--- src/rtl/mbx_pkg.sv ---
`timescale 1ns/1ps
// Shared constants and types for the mailbox slot bank.
// Assumes 32-bit words; the control word layout is fixed by software.
package mbx_pkg;

    localparam int WORD_W    = 32;
    localparam int STATE_LSB = 4;
    localparam int MODE_POS  = 0;

    typedef enum logic [3:0] {
        ST_IDLE = 4'b0001,
        ST_TX   = 4'b0010,
        ST_RX   = 4'b0100,
        ST_ACK  = 4'b1000
    } mbx_state_e;

    // Build the read image of a control word from its two fields.
    function automatic logic [WORD_W-1:0] ctl_image(logic [3:0] st, logic md);
        logic [WORD_W-1:0] w;
        w = '0;
        w[STATE_LSB +: 4] = st;
        w[MODE_POS]       = md;
        return w;
    endfunction

endpackage

--- src/rtl/mbx_decode.sv ---
`timescale 1ns/1ps
// Address decoder for one register port of the mailbox bank.
// Splits a word address into slot select and in-slot offset, and
// classifies the offset as control, data or unused.
// Assumes MSG_WORDS < SLOT_WORDS and SLOT_WORDS a power of two.
module mbx_decode #(
    parameter int NUM_SLOTS  = 2,
    parameter int SLOT_WORDS = 16,
    parameter int MSG_WORDS  = 8,
    parameter int ADDR_W     = 5,
    parameter int IDX_W      = 3
) (
    input  logic                 req,
    input  logic [ADDR_W-1:0]    addr,
    output logic [NUM_SLOTS-1:0] slot_sel,
    output logic                 ctl_hit,
    output logic                 dat_hit,
    output logic                 last_hit,
    output logic [IDX_W-1:0]     dat_idx,
    output logic                 unmapped
);

    localparam int OFS_W = $clog2(SLOT_WORDS);
    localparam int SEL_W = ADDR_W - OFS_W;

    logic [OFS_W-1:0] ofs;
    logic [SEL_W-1:0] sidx;
    logic             in_range;

    assign ofs      = addr[OFS_W-1:0];
    assign sidx     = addr[ADDR_W-1:OFS_W];
    assign in_range = (int'(sidx) < NUM_SLOTS);

    // Offset classification
    assign ctl_hit  = (ofs == '0);
    assign dat_hit  = (ofs != '0) && (int'(ofs) <= MSG_WORDS);
    assign last_hit = (int'(ofs) == MSG_WORDS);
    assign dat_idx  = IDX_W'(int'(ofs) - 1);
    assign unmapped = !in_range || !(ctl_hit || dat_hit);

    // One select line per slot, qualified by the request
    for (genvar g = 0; g < NUM_SLOTS; g++) begin : g_sel
        assign slot_sel[g] = req && in_range && (int'(sidx) == g);
    end

endmodule

--- src/rtl/mbx_slot.sv ---
`timescale 1ns/1ps
// One mailbox slot: one-hot state, acknowledge-mode bit and message words.
// Port A (application) has priority over port B (peer) on the same word.
// auto_rd is a peer read of the last data word of this slot.
module mbx_slot
    import mbx_pkg::*;
#(
    parameter int MSG_WORDS = 8,
    parameter int IDX_W     = 3
) (
    input  logic                                clk,
    input  logic                                rst_n,
    input  logic                                a_ctl_we,
    input  logic                                a_dat_we,
    input  logic [IDX_W-1:0]                    a_idx,
    input  logic [WORD_W-1:0]                   a_wdata,
    input  logic                                b_ctl_we,
    input  logic                                b_dat_we,
    input  logic [IDX_W-1:0]                    b_idx,
    input  logic [WORD_W-1:0]                   b_wdata,
    input  logic                                auto_rd,
    output logic [3:0]                          state_q,
    output logic                                mode_q,
    output logic [MSG_WORDS-1:0][WORD_W-1:0]    data_q,
    output logic                                idle_evt
);

    logic       a_st_ok, b_st_ok;
    logic [3:0] state_nx;
    logic       mode_nx;

    assign a_st_ok = a_ctl_we && $onehot(a_wdata[STATE_LSB +: 4]);
    assign b_st_ok = b_ctl_we && $onehot(b_wdata[STATE_LSB +: 4]);

    // Next state: explicit writes first, then automatic return to idle
    always_comb begin
        if (a_st_ok)
            state_nx = a_wdata[STATE_LSB +: 4];
        else if (b_st_ok)
            state_nx = b_wdata[STATE_LSB +: 4];
        else if (auto_rd && mode_q && !a_ctl_we && !b_ctl_we)
            state_nx = ST_IDLE;
        else
            state_nx = state_q;
    end

    // Next mode: taken from any control write, port A first
    always_comb begin
        if (a_ctl_we)
            mode_nx = a_wdata[MODE_POS];
        else if (b_ctl_we)
            mode_nx = b_wdata[MODE_POS];
        else
            mode_nx = mode_q;
    end

    // Control registers and the idle pulse
    always_ff @(posedge clk) begin
        if (!rst_n) begin
            state_q  <= ST_IDLE;
            mode_q   <= 1'b0;
            idle_evt <= 1'b0;
        end else begin
            state_q  <= state_nx;
            mode_q   <= mode_nx;
            idle_evt <= (state_nx == ST_IDLE) && (state_q != ST_IDLE);
        end
    end

    // Message word storage, one register per word
    for (genvar w = 0; w < MSG_WORDS; w++) begin : g_word
        // Store a data word, port A winning a collision
        always_ff @(posedge clk) begin
            if (!rst_n)
                data_q[w] <= '0;
            else if (a_dat_we && (int'(a_idx) == w))
                data_q[w] <= a_wdata;
            else if (b_dat_we && (int'(b_idx) == w))
                data_q[w] <= b_wdata;
        end
    end

    AST_STATE_ONEHOT: assert property (@(posedge clk) disable iff (!rst_n)
        $onehot(state_q));

    AST_AUTO_IDLE: assert property (@(posedge clk) disable iff (!rst_n)
        auto_rd && mode_q && !a_ctl_we && !b_ctl_we |=> state_q == ST_IDLE);

    AST_BAD_STATE_KEEP: assert property (@(posedge clk) disable iff (!rst_n)
        a_ctl_we && !a_st_ok && !b_ctl_we |=> $stable(state_q)); // R4 (and R8: auto return suppressed)

    AST_A_PRIORITY: assert property (@(posedge clk) disable iff (!rst_n)
        a_st_ok |=> state_q == $past(a_wdata[STATE_LSB +: 4]));

    AST_IDLE_PULSE: assert property (@(posedge clk) disable iff (!rst_n)
        idle_evt |-> state_q == ST_IDLE && $past(state_q) != ST_IDLE);

endmodule

--- src/rtl/mbx_rdport.sv ---
`timescale 1ns/1ps
// Registered read path for one port: selects the addressed word from
// all slots and holds it until the next read on this port.
module mbx_rdport
    import mbx_pkg::*;
#(
    parameter int NUM_SLOTS = 2,
    parameter int MSG_WORDS = 8,
    parameter int IDX_W     = 3
) (
    input  logic                                           clk,
    input  logic                                           rst_n,
    input  logic                                           rd_en,
    input  logic [NUM_SLOTS-1:0]                           slot_sel,
    input  logic                                           ctl_hit,
    input  logic                                           dat_hit,
    input  logic [IDX_W-1:0]                               dat_idx,
    input  logic [NUM_SLOTS-1:0][3:0]                      st_all,
    input  logic [NUM_SLOTS-1:0]                           md_all,
    input  logic [NUM_SLOTS-1:0][MSG_WORDS-1:0][WORD_W-1:0] dat_all,
    output logic [WORD_W-1:0]                              rdata
);

    logic [WORD_W-1:0] rd_val;

    // Pick the addressed word; unused offsets give zero
    always_comb begin
        rd_val = '0;
        for (int s = 0; s < NUM_SLOTS; s++) begin
            if (slot_sel[s]) begin
                if (ctl_hit)
                    rd_val = ctl_image(st_all[s], md_all[s]);
                else if (dat_hit)
                    rd_val = dat_all[s][dat_idx];
            end
        end
    end

    // Capture on a read, hold otherwise
    always_ff @(posedge clk) begin
        if (!rst_n)
            rdata <= '0;
        else if (rd_en)
            rdata <= rd_val;
    end

endmodule

--- src/rtl/mbx_slot_bank.sv ---
`timescale 1ns/1ps
// Mailbox slot bank shared by an application port and a peer port.
// Each slot: control word (one-hot state, ack mode) plus MSG_WORDS data
// words in a SLOT_WORDS window. Writes take effect at the next edge;
// reads are registered. Peer reads of the last data word in automatic
// mode return the slot to idle.
module mbx_slot_bank
    import mbx_pkg::*;
#(
    parameter int NUM_SLOTS  = 2,
    parameter int SLOT_WORDS = 16,
    parameter int MSG_WORDS  = 8,
    localparam int OFS_W     = $clog2(SLOT_WORDS),
    localparam int SEL_W     = (NUM_SLOTS > 1) ? $clog2(NUM_SLOTS) : 1,
    localparam int ADDR_W    = OFS_W + SEL_W
) (
    input  logic                 clk,
    input  logic                 rst_n,
    input  logic                 ap_req,
    input  logic                 ap_we,
    input  logic [ADDR_W-1:0]    ap_addr,
    input  logic [31:0]          ap_wdata,
    output logic [31:0]          ap_rdata,
    input  logic                 pr_req,
    input  logic                 pr_we,
    input  logic [ADDR_W-1:0]    pr_addr,
    input  logic [31:0]          pr_wdata,
    output logic [31:0]          pr_rdata,
    output logic [NUM_SLOTS-1:0] idle_evt
);

    localparam int IDX_W = $clog2(MSG_WORDS);

    logic [NUM_SLOTS-1:0] ap_sel, pr_sel;
    logic ap_ctl, ap_dat, ap_last, ap_unmapped;
    logic pr_ctl, pr_dat, pr_last, pr_unmapped;
    logic [IDX_W-1:0] ap_idx, pr_idx;

    logic [NUM_SLOTS-1:0][3:0]                       slot_st;
    logic [NUM_SLOTS-1:0]                            slot_md;
    logic [NUM_SLOTS-1:0][MSG_WORDS-1:0][WORD_W-1:0] slot_dat;

    mbx_decode #(
        .NUM_SLOTS(NUM_SLOTS), .SLOT_WORDS(SLOT_WORDS), .MSG_WORDS(MSG_WORDS),
        .ADDR_W(ADDR_W), .IDX_W(IDX_W)
    ) u_ap_dec (
        .req(ap_req), .addr(ap_addr), .slot_sel(ap_sel), .ctl_hit(ap_ctl),
        .dat_hit(ap_dat), .last_hit(ap_last), .dat_idx(ap_idx), .unmapped(ap_unmapped)
    );

    mbx_decode #(
        .NUM_SLOTS(NUM_SLOTS), .SLOT_WORDS(SLOT_WORDS), .MSG_WORDS(MSG_WORDS),
        .ADDR_W(ADDR_W), .IDX_W(IDX_W)
    ) u_pr_dec (
        .req(pr_req), .addr(pr_addr), .slot_sel(pr_sel), .ctl_hit(pr_ctl),
        .dat_hit(pr_dat), .last_hit(pr_last), .dat_idx(pr_idx), .unmapped(pr_unmapped)
    );

    for (genvar s = 0; s < NUM_SLOTS; s++) begin : g_slot
        mbx_slot #(.MSG_WORDS(MSG_WORDS), .IDX_W(IDX_W)) u_slot (
            .clk      (clk),
            .rst_n    (rst_n),
            .a_ctl_we (ap_sel[s] && ap_we && ap_ctl),
            .a_dat_we (ap_sel[s] && ap_we && ap_dat),
            .a_idx    (ap_idx),
            .a_wdata  (ap_wdata),
            .b_ctl_we (pr_sel[s] && pr_we && pr_ctl),
            .b_dat_we (pr_sel[s] && pr_we && pr_dat),
            .b_idx    (pr_idx),
            .b_wdata  (pr_wdata),
            .auto_rd  (pr_sel[s] && !pr_we && pr_last),
            .state_q  (slot_st[s]),
            .mode_q   (slot_md[s]),
            .data_q   (slot_dat[s]),
            .idle_evt (idle_evt[s])
        );

        AST_AP_NO_AUTO: assert property (@(posedge clk) disable iff (!rst_n)
            ap_sel[s] && !ap_we && ap_last && !pr_sel[s] |=> $stable(slot_st[s]));
    end

    mbx_rdport #(.NUM_SLOTS(NUM_SLOTS), .MSG_WORDS(MSG_WORDS), .IDX_W(IDX_W)) u_ap_rd (
        .clk(clk), .rst_n(rst_n), .rd_en(ap_req && !ap_we), .slot_sel(ap_sel),
        .ctl_hit(ap_ctl), .dat_hit(ap_dat), .dat_idx(ap_idx),
        .st_all(slot_st), .md_all(slot_md), .dat_all(slot_dat), .rdata(ap_rdata)
    );

    mbx_rdport #(.NUM_SLOTS(NUM_SLOTS), .MSG_WORDS(MSG_WORDS), .IDX_W(IDX_W)) u_pr_rd (
        .clk(clk), .rst_n(rst_n), .rd_en(pr_req && !pr_we), .slot_sel(pr_sel),
        .ctl_hit(pr_ctl), .dat_hit(pr_dat), .dat_idx(pr_idx),
        .st_all(slot_st), .md_all(slot_md), .dat_all(slot_dat), .rdata(pr_rdata)
    );

    AST_AP_UNUSED_ZERO: assert property (@(posedge clk) disable iff (!rst_n)
        ap_req && !ap_we && ap_unmapped |=> ap_rdata == '0);

    AST_PR_UNUSED_ZERO: assert property (@(posedge clk) disable iff (!rst_n)
        pr_req && !pr_we && pr_unmapped |=> pr_rdata == '0);

    AST_RDATA_HOLD: assert property (@(posedge clk) disable iff (!rst_n)
        !(ap_req && !ap_we) |=> $stable(ap_rdata));

endmodule

--- config.mk ---
export PLATFORM = sky130hd
export DESIGN_NAME = mbx_slot_bank
export DESIGN_NICKNAME = d
export VERILOG_FILES = /design/src/rtl/mbx_pkg.sv /design/src/rtl/mbx_decode.sv /design/src/rtl/mbx_slot.sv /design/src/rtl/mbx_rdport.sv /design/src/rtl/mbx_slot_bank.sv
export SDC_FILE = /design/constraint.sdc
export NUM_CORES = 2
export LEC_CHECK = 0
export ABC_CLOCK_PERIOD_IN_PS = 5000
export BUFFER_PORTS_ARGS = -buffer_cell sky130_fd_sc_hd__buf_2
export CAP_MARGIN = 20
export CORE_MARGIN = 3
export CORE_UTILIZATION = 42
export DETAILED_ROUTE_END_ITERATION = 10
export PLACE_DENSITY = 0.59
export SLEW_MARGIN = 20
export SYNTH_ARGS = -nofsm -noshare
export SYNTH_HDL_FRONTEND = slang
export SYNTH_SLANG_ARGS = --single-unit
--- constraint.sdc ---
create_clock -name clk -period 5 [get_ports clk]
set_input_delay 0.5 -clock clk [delete_from_list [all_inputs] [get_ports clk]]
set_output_delay 0.5 -clock clk [all_outputs]
set_load 0.05 [all_outputs]
Word level (Yosys, flattened, before mapping)
Cells that the tools add are included.

Add/subtract/negate cells: 8. $lt $le $gt $ge: 4. Eq/ne operators: 21. Muxes and demuxes: 62. Bitwise operators: 2. Reduce and logical (&&, ||, !) cells: 98.

Operator list (count): $mux W32 (48); $bmux W32 S3 (4); $logic_and A1 B1 Y1 (68); $reduce_bool A2 Y1 (18); $eq A3 B3 Y1 const B (8); $mux W4 (6); $eq A3 B1 Y1 const B (4); $eq A3 B2 Y1 const B (4); $add A1 B1 Y2 (4); $eq A4 B1 Y1 const B (2); $le A4 B4 Y1 const B (2); $logic_not A4 Y1 (2); $lt A3 B4 Y1 const B (2); $ne A4 B1 Y1 const B (2); $reduce_bool A4 Y1 (2); $add A3 B3 Y3 (2); $logic_not A1 Y1 (6); $logic_not A3 Y1 (2); $sub A3 B1 Y3 const B (2); $eq A4 B4 Y1 const B (1); $mux W1 (4); $not A1 Y1 (2).

Flip-flop bits (word level): 588. Output and inout port bits: 66.

Longest topological paths before layout
Word-level depth: 12. Depth in mapped cells: 14. Gate-level depth less buffers: 8.

By module
From an unflattened synthesis, not the netlist that was laid out.

Cells, all modules: 3650. Area, all modules: 36467.5 sq um.

Modules (own cells, without submodules): mbx_slot (instances 2, cells each 1268, area each 12642.1 sq um, sequential area each 5245.0 sq um); mbx_rdport (instances 2, cells each 538, area each 5464.0 sq um, sequential area each 640.6 sq um); mbx_decode (instances 2, cells each 13, area each 87.6 sq um, sequential area each 0.0 sq um); mbx_slot_bank (instances 1, cells each 12, area each 80.1 sq um, sequential area each 0.0 sq um).

Worst setup path before layout
No wires, ideal clock.

Path type: in2reg. From: in ap_addr[0]. To: reg u_ap_rd.rdata[4]. Setup time: 114 ps. Arrival: 3180 ps. Path slack: 1706 ps. Cell stages on the path: 13. Cell sequence: buf_2 buf_2 buf_2 inv_1 ha_1 ha_1 buf_2 buf_2 buf_2 buf_2 mux2i_1 o22ai_1 a21o_1.

Longest elaborated chain between the ends: 9.

RTL lines: start, declared (line mbx_slot_bank.sv:21) `input logic [ADDR_W-1:0] ap_addr,`; $sub A3 B1 Y3 (line mbx_decode.sv:38) `assign dat_idx = IDX_W'(int'(ofs) - 1);`; $bmux W32 S3 (line mbx_rdport.sv:34) `rd_val = dat_all[s][dat_idx];`; $mux W32 (implied by the code) (line mbx_rdport.sv:34); $mux W32 (line mbx_rdport.sv:33) `else if (dat_hit)`; $mux W32 (line mbx_rdport.sv:31) `if (ctl_hit)`; $mux W32 (line mbx_rdport.sv:30) `if (slot_sel[s]) begin`; $mux W32 (line mbx_rdport.sv:33); $mux W32 (line mbx_rdport.sv:31); $mux W32 (*) (line mbx_rdport.sv:30); end signal, assigned (line mbx_rdport.sv:44) `rdata <= rd_val;`; end, declared (line mbx_rdport.sv:21) `output logic [WORD_W-1:0] rdata`.

Every way passes the cells marked *; elsewhere a longest branch is shown, timed or not. The select of a mux whose other input is x is not followed. A chain may end at the register's enable or synchronous reset.

Worst setup path after layout
From: in pr_addr[0]. To: reg g_slot[1].u_slot.data_q[152] (netlist name).

Longest elaborated chain between the ends: 5.

RTL lines: start, declared (line mbx_slot_bank.sv:26) `input logic [ADDR_W-1:0] pr_addr,`; branches (longest 3 deep; another with $sub A3 B1 Y3); $logic_and A1 B1 Y1 (*) (line mbx_slot.sv:78) `else if (b_dat_we && (int'(b_idx) == w))`; $reduce_bool A2 Y1 (no line) (*); end signal, assigned by index (line mbx_slot.sv:77) `data_q[w] <= a_wdata;`; end signal, assigned by index (line mbx_slot.sv:79) `data_q[w] <= b_wdata;`; end, declared (line mbx_slot.sv:24) `output logic [MSG_WORDS-1:0][WORD_W-1:0] data_q,`.

Every way passes the cells marked *.

==> key figures <==
CTS
  • Clock latency on the worst-skew pair: 640 ps
  • Post-cts hold buffer count: 0
  • Post-CTS setup buffers: 0
  • Clock transition at path regs: 60 ps
  • CTS Buffer Depth: 3
  • # clock sinks: 588
  • CTS Root Cell: clkbuf_16
  • CTS H-tree lvls: 3
  • CTS tree: built
  • CTS Buf Count: 71
  • Resize count post-CTS: 0

Routing
  • Vias per cell: 7.03
  • Vias post-DR: 34.2k
  • WL/cell: 31.1 um
  • DRT Pass-1 Iters: 6
  • Final ANT Viol Nets: 0
  • Initial DRC count: 4542
  • WL final: 151000 um
  • DRC Markers: 0

Global routing
  • Vias in the first global route: 32.0k
  • Initial antenna violation count: 8
  • Largest net degree at the start of global routing: 148
  • GRT Util Overall: 34.1%
  • First-pass GRT wire length: 222000 um
  • Gr ovfl total: 0

Floorplan
  • Die area: 87200 sq um
  • Core ar.: 82500 sq um
  • Die H: 295 um
  • # IOs: 146
  • Starting Density: 42.6%
  • Chip width: 295 um
  • # rows: 105

Placement
  • DP HPWL: 86400 um
  • Final RePlAce weighted congestion: 0.898
  • Cell area after placement: 36400 sq um
  • # port buffers: 145
  • Cells after DPL: 4737

STA
  • Crit path time final: 3360 ps
  • # setup viols final: 0
  • Setup TNS: 0 ps
  • Period utilization: 67.2%
  • Final setup skew: 24.9 ps
  • Fin. Hold Viols: 0
  • Hold_ws: 296 ps
  • Fmax: 0.298 GHz
  • RSZ-0062 raised after global routing: false
  • Slew headroom: 19.6%
  • Final slew viol count: 0
  • Slew of the pin with the lowest slew margin: 1200 ps

Outcome
  • Status: finished clean

Synth
  • Cells after Synth: 3972
  • Dominant cell type by area after synthesis: dfxtp_1
  • Most numerous cell in the Yosys netlist: nand2_1
  • YS warnings: 0
  • Leading cell types by count after synthesis: nand2_1, dfxtp_1, nor3_1
  • Register area share after synthesis: 33.5%
  • Yosys cell types: 63
  • Post-synth EDFFs: 0
  • Post-synthesis cell area: 35100 sq um
  • Post-synth top flop: dfxtp_1
  • Synthesized area per cell: 8.85 sq um
  • Asr flop ratio synth: 0%
  • Synth top area cells: dfxtp_1, mux4_2, a311oi_1
  • Syn nets: 4074
  • Flops & latches, synth: 588
  • Post-synth top area share: 33.5%

Worst setup path
  • CP peak stage delay: 1020 ps
  • Worst EP arrival: 3810 ps
  • Maximum fanout along the worst path: 18
  • Worst Setup Start Kind: input pin
  • CP cell instances: clkbuf_8 -> inv_1 -> ha_1 -> nand2b_1 -> xor2_2 -> nand2_2 -> o21ai_4 -> buf_4 -> a311oi_1
  • Crit path capture type: flop
  • CP max stage cell: o21ai_4
  • Crit path kind: in -> reg
  • R2r endpoint: u_pr_rd.rdata[31]
  • Critical R2R Launch: g_slot[1].u_slot.data_q[63]
  • Worst EP required: 5460 ps
  • R2R Setup Slk: 3360 ps
  • CP Capture Point: g_slot[1].u_slot.data_q[152]
  • Reg2Reg Depth: 4
  • Launch point of the worst path: pr_addr[0]

Layout
  • Fill cells: 7674
  • Final net count: 3843
  • Final Cell Area: 38800 sq um
  • Final cell count without fillers: 4866
  • Multi-input gate area: 21200 sq um
  • FF+latch area: 11800 sq um
  • Synth-to-layout area growth: 10.4%
  • Share of cells above drive strength 1: 19.0%

Worst hold path
  • Hold Path Class: in -> reg

Pwr
  • P_leak: 13.7 nW
  • Design Power: 11.7 mW
  • VDD IR max: 0.000248 V
  • Pwr Density: 302 nW/um^2

Run
  • Maximum capacitance violations: 0
cells by family (layout without fill, tap and decap cells):
logic type                 Yosys count  count (layout)  synth area share, %
buffers and inverters              583             401                 6.95
other                                0               6                    0
DFF                                588             588                 33.5
AOI/OAI and AO/OA                  805             805                 17.7
adders and majority gates           22              22                0.826
muxes                              457             457                 22.2
xor gates and xnor gates             4               4                0.185
and+or+nand+nor                   1513            1513                 18.7
per-stage QoR:
| stage | utilization [%] | worst slack [ps] |
|---|---|---|
| 2_1_floorplan | - | 1710 |
| 3_3_place_gp | 44.1 | 1160 |
| 3_5_place_dp | 44.1 | 1170 |
| 4_1_cts | 47.0 | 1770 |
| 5_1_grt | 47.0 | 1540 |
| 6_report | 47.0 | 1640 |
registers in the layout (all words and copies together) (netlist names):
| register | cells |
|---|---|
| g_slot.u_slot.data_q | 512 |
| g_slot.u_slot.idle_evt | 2 |
| g_slot.u_slot.mode_q | 2 |
| g_slot.u_slot.state_q | 8 |
| u_ap_rd.rdata | 32 |
| u_pr_rd.rdata | 32 |
cell usage in the layout (no fill, tap or decap), types with 4 or more instances in the layout:
master and count:
ha_4 4, nand3_1 10, clkinv_2 6, and2_1 9, or2_2 9, and4_2 8
bufinv_16 4, nand2b_1 9, clkbuf_16 74, nand3_2 14, o21ai_4 6, buf_2 142
clkbuf_1 14, and3_4 7, buf_4 95, buf_12 28, o21ai_0 62, mux4_2 256
ha_1 16, o22a_1 58, mux2_2 8, clkinvlp_4 4, nor3_1 455, diode_2 6
o211ai_1 5, mux2i_1 193, nand2_1 921, nor3_2 7, a31oi_1 7, o31ai_1 64
and3_2 5, nor4_1 4, inv_1 9, a21oi_1 123, nor2_1 24, dfxtp_1 588
clkbuf_8 18, a22oi_1 7, a311oi_1 451
layer usage:
layer | routed length (um) | share of wire, % | vias up | global-route usage (%)
met5 | 38 | 0.025 | - | 0
met4 | 8060 | 5.3 | 6 | 17.0
met3 | 19300 | 13 | 514 | 8.63
met2 | 66100 | 44 | 2547 | 51.6
met1 | 57700 | 38 | 16700 | 45.3
li1 | - | - | 14500 | -
worst min-delay path by stage:
stage                                            from  depth (start not counted)                      endpoint  slack, ps
after floorplan           g_slot[1].u_slot.state_q[3]                          2   g_slot[1].u_slot.state_q[3]        490
after global placement              u_ap_rd.rdata[14]                          2             u_ap_rd.rdata[14]        520
after detailed placement            u_ap_rd.rdata[13]                          2             u_ap_rd.rdata[13]        520
after CTS                                ap_wdata[30]                          3  g_slot[1].u_slot.data_q[254]        280
after global routing                     ap_wdata[30]                          3  g_slot[0].u_slot.data_q[158]        310
final                                    ap_wdata[20]                          3   g_slot[1].u_slot.data_q[84]        300
critical path, delay by kind of cell:
kind            cells  cell delay (ps)
compound gates      2             1130
buf+inv             3              730
fa+ha+maj           1              240
xor+xnor            1              390
simple gates        2              810
cell type report:
class,count,share of cell area (%)
flip-flops and latches,588,30.3
inverters,11,0.126
clock inverters,18,0.574
diodes,6,0.0387
well taps,1070,3.45
clock buffers,104,5.48
multi-input cells,2801,54.7
repair buffers,268,5.26
report_power, final:
part           internal (mW)  switching (mW)  leakage, nW
combinational          0.495            1.02         7.76
sequential              4.79          0.0684         4.75
clock                   3.15            2.20         1.14
Note: power is estimated with default switching activity, not from simulation.
